--- config.mk ---
export PLATFORM = sky130hd
export DESIGN_NAME = pxr_latbuf
export DESIGN_NICKNAME = d
export VERILOG_FILES = /design/src/rtl/pxr_latbuf.sv
export SDC_FILE = /design/constraint.sdc
export NUM_CORES = 1
export LEC_CHECK = 0
export ABC_AREA = 1
export BUFFER_PORTS_ARGS = -buffer_cell sky130_fd_sc_hd__buf_2
export CORE_AREA = 8 8 230 287
export CTS_BUF_LIST = sky130_fd_sc_hd__clkbuf_2
export DETAILED_ROUTE_END_ITERATION = 16
export DIE_AREA = 0 0 238 295
export GPL_TIMING_DRIVEN = 1
export HOLD_SLACK_MARGIN = 0.03
export PLACE_DENSITY = 0.73
export SLEW_MARGIN = 15
export SYNTH_ARGS = -nofsm -noshare
export SYNTH_HDL_FRONTEND = slang
export SYNTH_SLANG_ARGS = --single-unit
export TNS_END_PERCENT = 50
--- constraint.sdc ---
create_clock -name clk_i -period 6.4 [get_ports clk_i]
set_input_delay 0.32 -clock clk_i [delete_from_list [all_inputs] [get_ports clk_i]]
set_output_delay 0.32 -clock clk_i [all_outputs]
set_load 0.05 [all_outputs]
--- src/rtl/pxr_latbuf.sv ---
module pxr_latbuf #(
  parameter int NPIX   = 16,
  parameter int TOT_W  = 4,
  parameter int BID_W  = 10,
  parameter int NENT   = 4,
  parameter int ADDR_W = 14,
  parameter int OVF_W  = 8
) (
  input  logic                    clk_i,
  input  logic                    rst_ni,
  input  logic [NPIX-1:0]         disc_i,
  input  logic [BID_W-1:0]        bid_i,
  input  logic                    trig_i,
  input  logic [BID_W-1:0]        latency_i,
  input  logic                    trigless_i,
  input  logic [ADDR_W-1:0]       region_id_i,
  output logic                    rec_valid_o,
  input  logic                    rec_ready_i,
  output logic [ADDR_W-1:0]       rec_region_o,
  output logic [BID_W-1:0]        rec_bid_o,
  output logic [NPIX*TOT_W-1:0]   rec_tot_o,
  output logic [OVF_W-1:0]        drop_cnt_o
);
  localparam int EI_W = (NENT > 1) ? $clog2(NENT) : 1;
  localparam logic [TOT_W-1:0] TOT_MAX = '1;

  logic [NPIX-1:0]  disc_q, busy;
  logic [EI_W-1:0]  pix_ent [NPIX];
  logic [NENT-1:0]  e_vld, e_flag;
  logic [BID_W-1:0] e_bid [NENT];
  logic [TOT_W-1:0] e_tot [NENT][NPIX];
  logic [NPIX-1:0]  e_pend [NENT];
  logic [NENT-1:0]  older [NENT];
  logic             lock;
  logic [EI_W-1:0]  lock_idx;
  logic [OVF_W-1:0] drops;

  logic [NPIX-1:0]  rise;
  logic             any_rise, alloc_ok, alloc_go, sel_ok, fire;
  logic [EI_W-1:0]  alloc_idx, sel_idx, cur_idx;
  logic [NENT-1:0]  expire, sendable;
  logic [BID_W-1:0] match_bid;

  assign rise      = disc_i & ~disc_q & ~busy;
  assign any_rise  = |rise;
  assign alloc_go  = any_rise & alloc_ok;
  assign match_bid = bid_i - latency_i;

  always_comb begin
    alloc_ok  = 1'b0;
    alloc_idx = '0;
    for (int e = NENT-1; e >= 0; e--)
      if (!e_vld[e]) begin
        alloc_ok  = 1'b1;
        alloc_idx = EI_W'(e);
      end
  end

  always_comb begin
    for (int e = 0; e < NENT; e++) begin
      expire[e]   = e_vld[e] && !e_flag[e] && !trigless_i &&
                    ((bid_i - e_bid[e]) > latency_i);
      sendable[e] = e_vld[e] && (e_pend[e] == '0) && (e_flag[e] || trigless_i);
    end
  end

  always_comb begin : pick_oldest
    logic blocked;
    sel_ok  = 1'b0;
    sel_idx = '0;
    for (int i = 0; i < NENT; i++) begin
      blocked = 1'b0;
      for (int j = 0; j < NENT; j++)
        if (sendable[j] && older[j][i]) blocked = 1'b1;
      if (sendable[i] && !blocked) begin
        sel_ok  = 1'b1;
        sel_idx = EI_W'(i);
      end
    end
  end

  assign cur_idx      = lock ? lock_idx : sel_idx;
  assign rec_valid_o  = lock | sel_ok;
  assign fire         = rec_valid_o & rec_ready_i;
  assign rec_region_o = region_id_i;
  assign rec_bid_o    = e_bid[cur_idx];
  assign drop_cnt_o   = drops;

  for (genvar p = 0; p < NPIX; p++) begin : g_out
    assign rec_tot_o[p*TOT_W +: TOT_W] = e_tot[cur_idx][p];
  end

  always_ff @(posedge clk_i or negedge rst_ni) begin
    if (!rst_ni) begin
      disc_q <= '0;
      busy   <= '0;
      for (int p = 0; p < NPIX; p++) pix_ent[p] <= '0;
    end else begin
      disc_q <= disc_i;
      for (int p = 0; p < NPIX; p++) begin
        if (busy[p]) begin
          if (!disc_i[p] || e_tot[pix_ent[p]][p] == TOT_MAX) busy[p] <= 1'b0;
        end else if (rise[p] && alloc_ok) begin
          busy[p]    <= 1'b1;
          pix_ent[p] <= alloc_idx;
        end
      end
    end
  end

  always_ff @(posedge clk_i or negedge rst_ni) begin
    if (!rst_ni) begin
      e_vld  <= '0;
      e_flag <= '0;
      for (int e = 0; e < NENT; e++) begin
        e_bid[e]  <= '0;
        e_pend[e] <= '0;
        older[e]  <= '0;
        for (int p = 0; p < NPIX; p++) e_tot[e][p] <= '0;
      end
    end else begin
      for (int e = 0; e < NENT; e++) begin
        if (fire && cur_idx == EI_W'(e)) begin
          e_vld[e]  <= 1'b0;
          e_flag[e] <= 1'b0;
        end else if (expire[e]) begin
          e_vld[e] <= 1'b0;
        end else if (alloc_go && alloc_idx == EI_W'(e)) begin
          e_vld[e]  <= 1'b1;
          e_flag[e] <= 1'b0;
          e_bid[e]  <= bid_i;
          e_pend[e] <= rise;
          for (int p = 0; p < NPIX; p++)
            e_tot[e][p] <= rise[p] ? TOT_W'(1) : '0;
        end else begin
          if (trig_i && !trigless_i && e_vld[e] && e_bid[e] == match_bid)
            e_flag[e] <= 1'b1;
          for (int p = 0; p < NPIX; p++)
            if (busy[p] && pix_ent[p] == EI_W'(e)) begin
              if (disc_i[p] && e_tot[e][p] != TOT_MAX)
                e_tot[e][p] <= e_tot[e][p] + 1'b1;
              else
                e_pend[e][p] <= 1'b0;
            end
        end
        if (alloc_go && alloc_idx == EI_W'(e))
          older[e] <= '0;
        else if (alloc_go)
          older[e][alloc_idx] <= 1'b1;
      end
    end
  end

  always_ff @(posedge clk_i or negedge rst_ni) begin
    if (!rst_ni) begin
      lock     <= 1'b0;
      lock_idx <= '0;
      drops    <= '0;
    end else begin
      if (fire) lock <= 1'b0;
      else if (rec_valid_o && !lock) begin
        lock     <= 1'b1;
        lock_idx <= sel_idx;
      end
      if (any_rise && !alloc_ok && drops != '1) drops <= drops + 1'b1;
    end
  end
endmodule

==> flow_summary.yaml <==
die:
  die_y_um: 295
  coreArea_sq_um: 61500
  io_pins: 152
  dieWidth_um: 238
  initial_core_util_pct: 54.4
  rows: 102
  dieArea_sq_um: 70200
clocking:
  cts_tree: "built"
  cts.clk_slew.worst_paths_ns: 0.10
  numCtsBuffers: 119
  clock_path_buffers: 3
  cts.sinks: 459
  root_buffer: "clkbuf_2"
  htree_levels: 3
  clkLatencyLatePin_ns: 1.21
  cts_setup_buffers: 0
timing:
  fmax_mhz: 183
  min_period_ns: 5.46
  post-route-period-util_pct: 85.3
  finalSetupTns_ns: 0
  finalSetupViolations: 0
  rsz0062_at_grt: "no"
  tightest_slew_ns: 1.19
  hold_viol_final: 0
  skew_ns: 0.0910
  max_slew_margin_pct: 21.0
  drv_slew: 0
synthesis:
  ys_types: 43
  syn_inst: 4821
  avgSynthCellArea_sq_um: 6.95
  synth_top_area_cell: "dfrtp_1"
  synth_common_cells: "1306 x nand2_1, 635 x inv_1, 459 x dfrtp_1, 424 x nand3_1, 403 x nand4_1"
  synth_edf_count: 0
  synthesis.area_sq_um: 33500
  async_flop_share_pct: 100
  ys_seq_area_share_pct: 34.3
  syn-num-nets: 5031
  synthFlopType: "dfrtp_1"
  netlist.area_leader.share_pct: 34.3
  yosys_warnings: 0
  synth_area_leaders: "dfrtp_1 34%, nand2_1 15%, nand4_1 7.5%"
  ys_seq_elements: 459
  synth_most_common_cell: "nand2_1"
setup_path:
  cp_cell_sequence: "inv_2, nor2_1, nand2_1, nor2_4, nand4_1, nand2_1, inv_1, nand2_1, nand3_1, nand2_1, inv_1, nor2_4, buf_4, a22oi_1, nand2_1, buf_2"
  crit_path_max_incr_delay_ns: 0.75
  critPathTopFamily: "simple AND/OR/NAND/NOR gates"
  crit_top_cell: "nand2_1"
  worstPathMaxFanout: 46
  crit_type: "reg -> out"
  arrival_ns: 5.14
  ff2ff_setup_slack_ns: 1.45
  critPathCaptureType: "primary output"
  crit_slowest_cell: "nor2_4"
  cp_num_buf_inv: 5
  critPathLaunchType: "flip-flop"
  cp.required_ns: 6.08
grt:
  grt_pass1_wl_mm: 169
  overflow: 0
  grt_start_max_net_pins: 133
  antenna_found_initial: 2
  grt_pass1_vias: 32400
  grtUsageTotal_pct: 29.4
hold_path:
  hold_path.class: "in -> reg"
routing:
  firstDrtPassIters: 6
  routed_wl_mm: 105
  viasPerCell: 5.87
  ant_nets: 0
  routedWlPerCell_um: 17.9
  vias: 34400
  drcViolationCount: 0
  drtIter0Drc: 3277
finish:
  finalNetCount: 5145
  areaGrowthSynthToFinish_pct: 8.27
  drive_gt1_share_pct: 8.69
placement:
  routabilityCongestion: 0.952
  detailed_place_hpwl_mm: 70.0
  io_buffers: 123
outcome:
  status: "complete, no violations"
flow_run:
  maxCapViolations: 0
## placed cells by master, fill, tap and decap left out, drive strengths merged, types with 2 or more instances in the layout
cell type,n
bufinv,3
xnor2,31
nor3,21
o211ai,8
a21oi,121
fa,5
o21bai,5
o311ai,12
o221ai,3
a21o,10
nor3b,6
nand4,403
buf,156
inv,649
dfrtp,459
clkinv,55
o21a,7
ha,150
dlygate4sd3,60
nor2,306
a221oi,29
o22ai,61
nand3,429
a22o,7
nor4,2
a31oi,4
nand2,1313
o31ai,142
xor2,54
clkbuf,158
or2,66
o21ai,245
a22oi,47
## flip-flops by register name, indices dropped and copies added (netlist names), 4 cells and up, named ones only
| name | flops |
|---|---|
| busy | 16 |
| older | 12 |
| disc_q | 16 |
| e_tot | 256 |
| e_flag | 4 |
| e_pend | 64 |
| e_bid | 40 |
| pix_ent | 32 |
| e_vld | 4 |
| drop_cnt_o | 8 |
## metal layers
metal	wire [um]	global-route usage, %
met3	7930	4.20
met1	42700	37.6
met2	49300	48.6
met4	5030	14.8
met5	0	0
## repair_timing
item / 4_1_cts / 5_1_grt
gates resized for setup: 0 / 0
hold buffers: 61 / 0
endpoints found under the hold margin: 833 / 0
## cell families after synthesis
| logic type | synth area share, % |
|---|---|
| xor+xnor | 2.22 |
| buf+inv | 10.6 |
| simple gates | 34.0 |
| mux | 0.0336 |
| compound gates | 13.0 |
| flops | 34.3 |
| fa+ha+maj | 5.90 |
## layout make-up
class                           count  area (sq um)
Antenna cell                        1          2.50
Clock inverter                     58           320
Multi-Input combinational cell   3489         18600
Sequential cell                   459         11500
Tap cell                          832          1040
Inverter                          650          2440
Fill cell                        5956         25300
Timing Repair Buffer              216          1580
Clock buffer                      158           791
## worst min-delay path, cell delays in order
cell           delay [ns]
dlygate4sd3_1        0.53
buf_2                0.17
nand2_2              0.21
o21ai_0              0.12
## final timing paths
kind	to	from	depth (start not counted)
setup / recovery	rec_tot_o[60]	e_vld[0]$_DFFE_PN0P_	16
hold / removal	pix_ent[7]$_DFFE_PN0P_	disc_i[12]	4
setup reg to reg	e_flag[3]$_DFFE_PN0P_	e_bid[0]$_DFFE_PN0P_	20
hold reg to reg	lock_idx[1]$_DFFE_PN0P_	lock$_DFFE_PN0P_	1
max in group asynchronous	e_tot[52]$_DFFE_PN0P_	rst_ni	5
min in group asynchronous	e_tot[87]$_DFFE_PN0P_	rst_ni	4
## metrics by stage
| step | utilization [%] | hold slack, ns | instances | cell area [sq um] | setup slack, ns |
|---|---|---|---|---|---|
| floorplan | - | 0.0244 | 4821 | 33500 | 2.95 |
| global placement | 56.1 | 0.346 | 5585 | 34500 | 1.73 |
| detailed placement | 56.1 | 0.351 | 5585 | 34500 | 1.72 |
| CTS | 58.9 | 0.0490 | 5862 | 36300 | 0.866 |
| global route | 58.9 | 0.179 | 5863 | 36300 | 0.636 |
| finish | 58.9 | 0.191 | 5863 | 36300 | 0.942 |
Power is not shown: default switching activity piles up to over one toggle a cycle in this logic, so the estimate is an artifact.
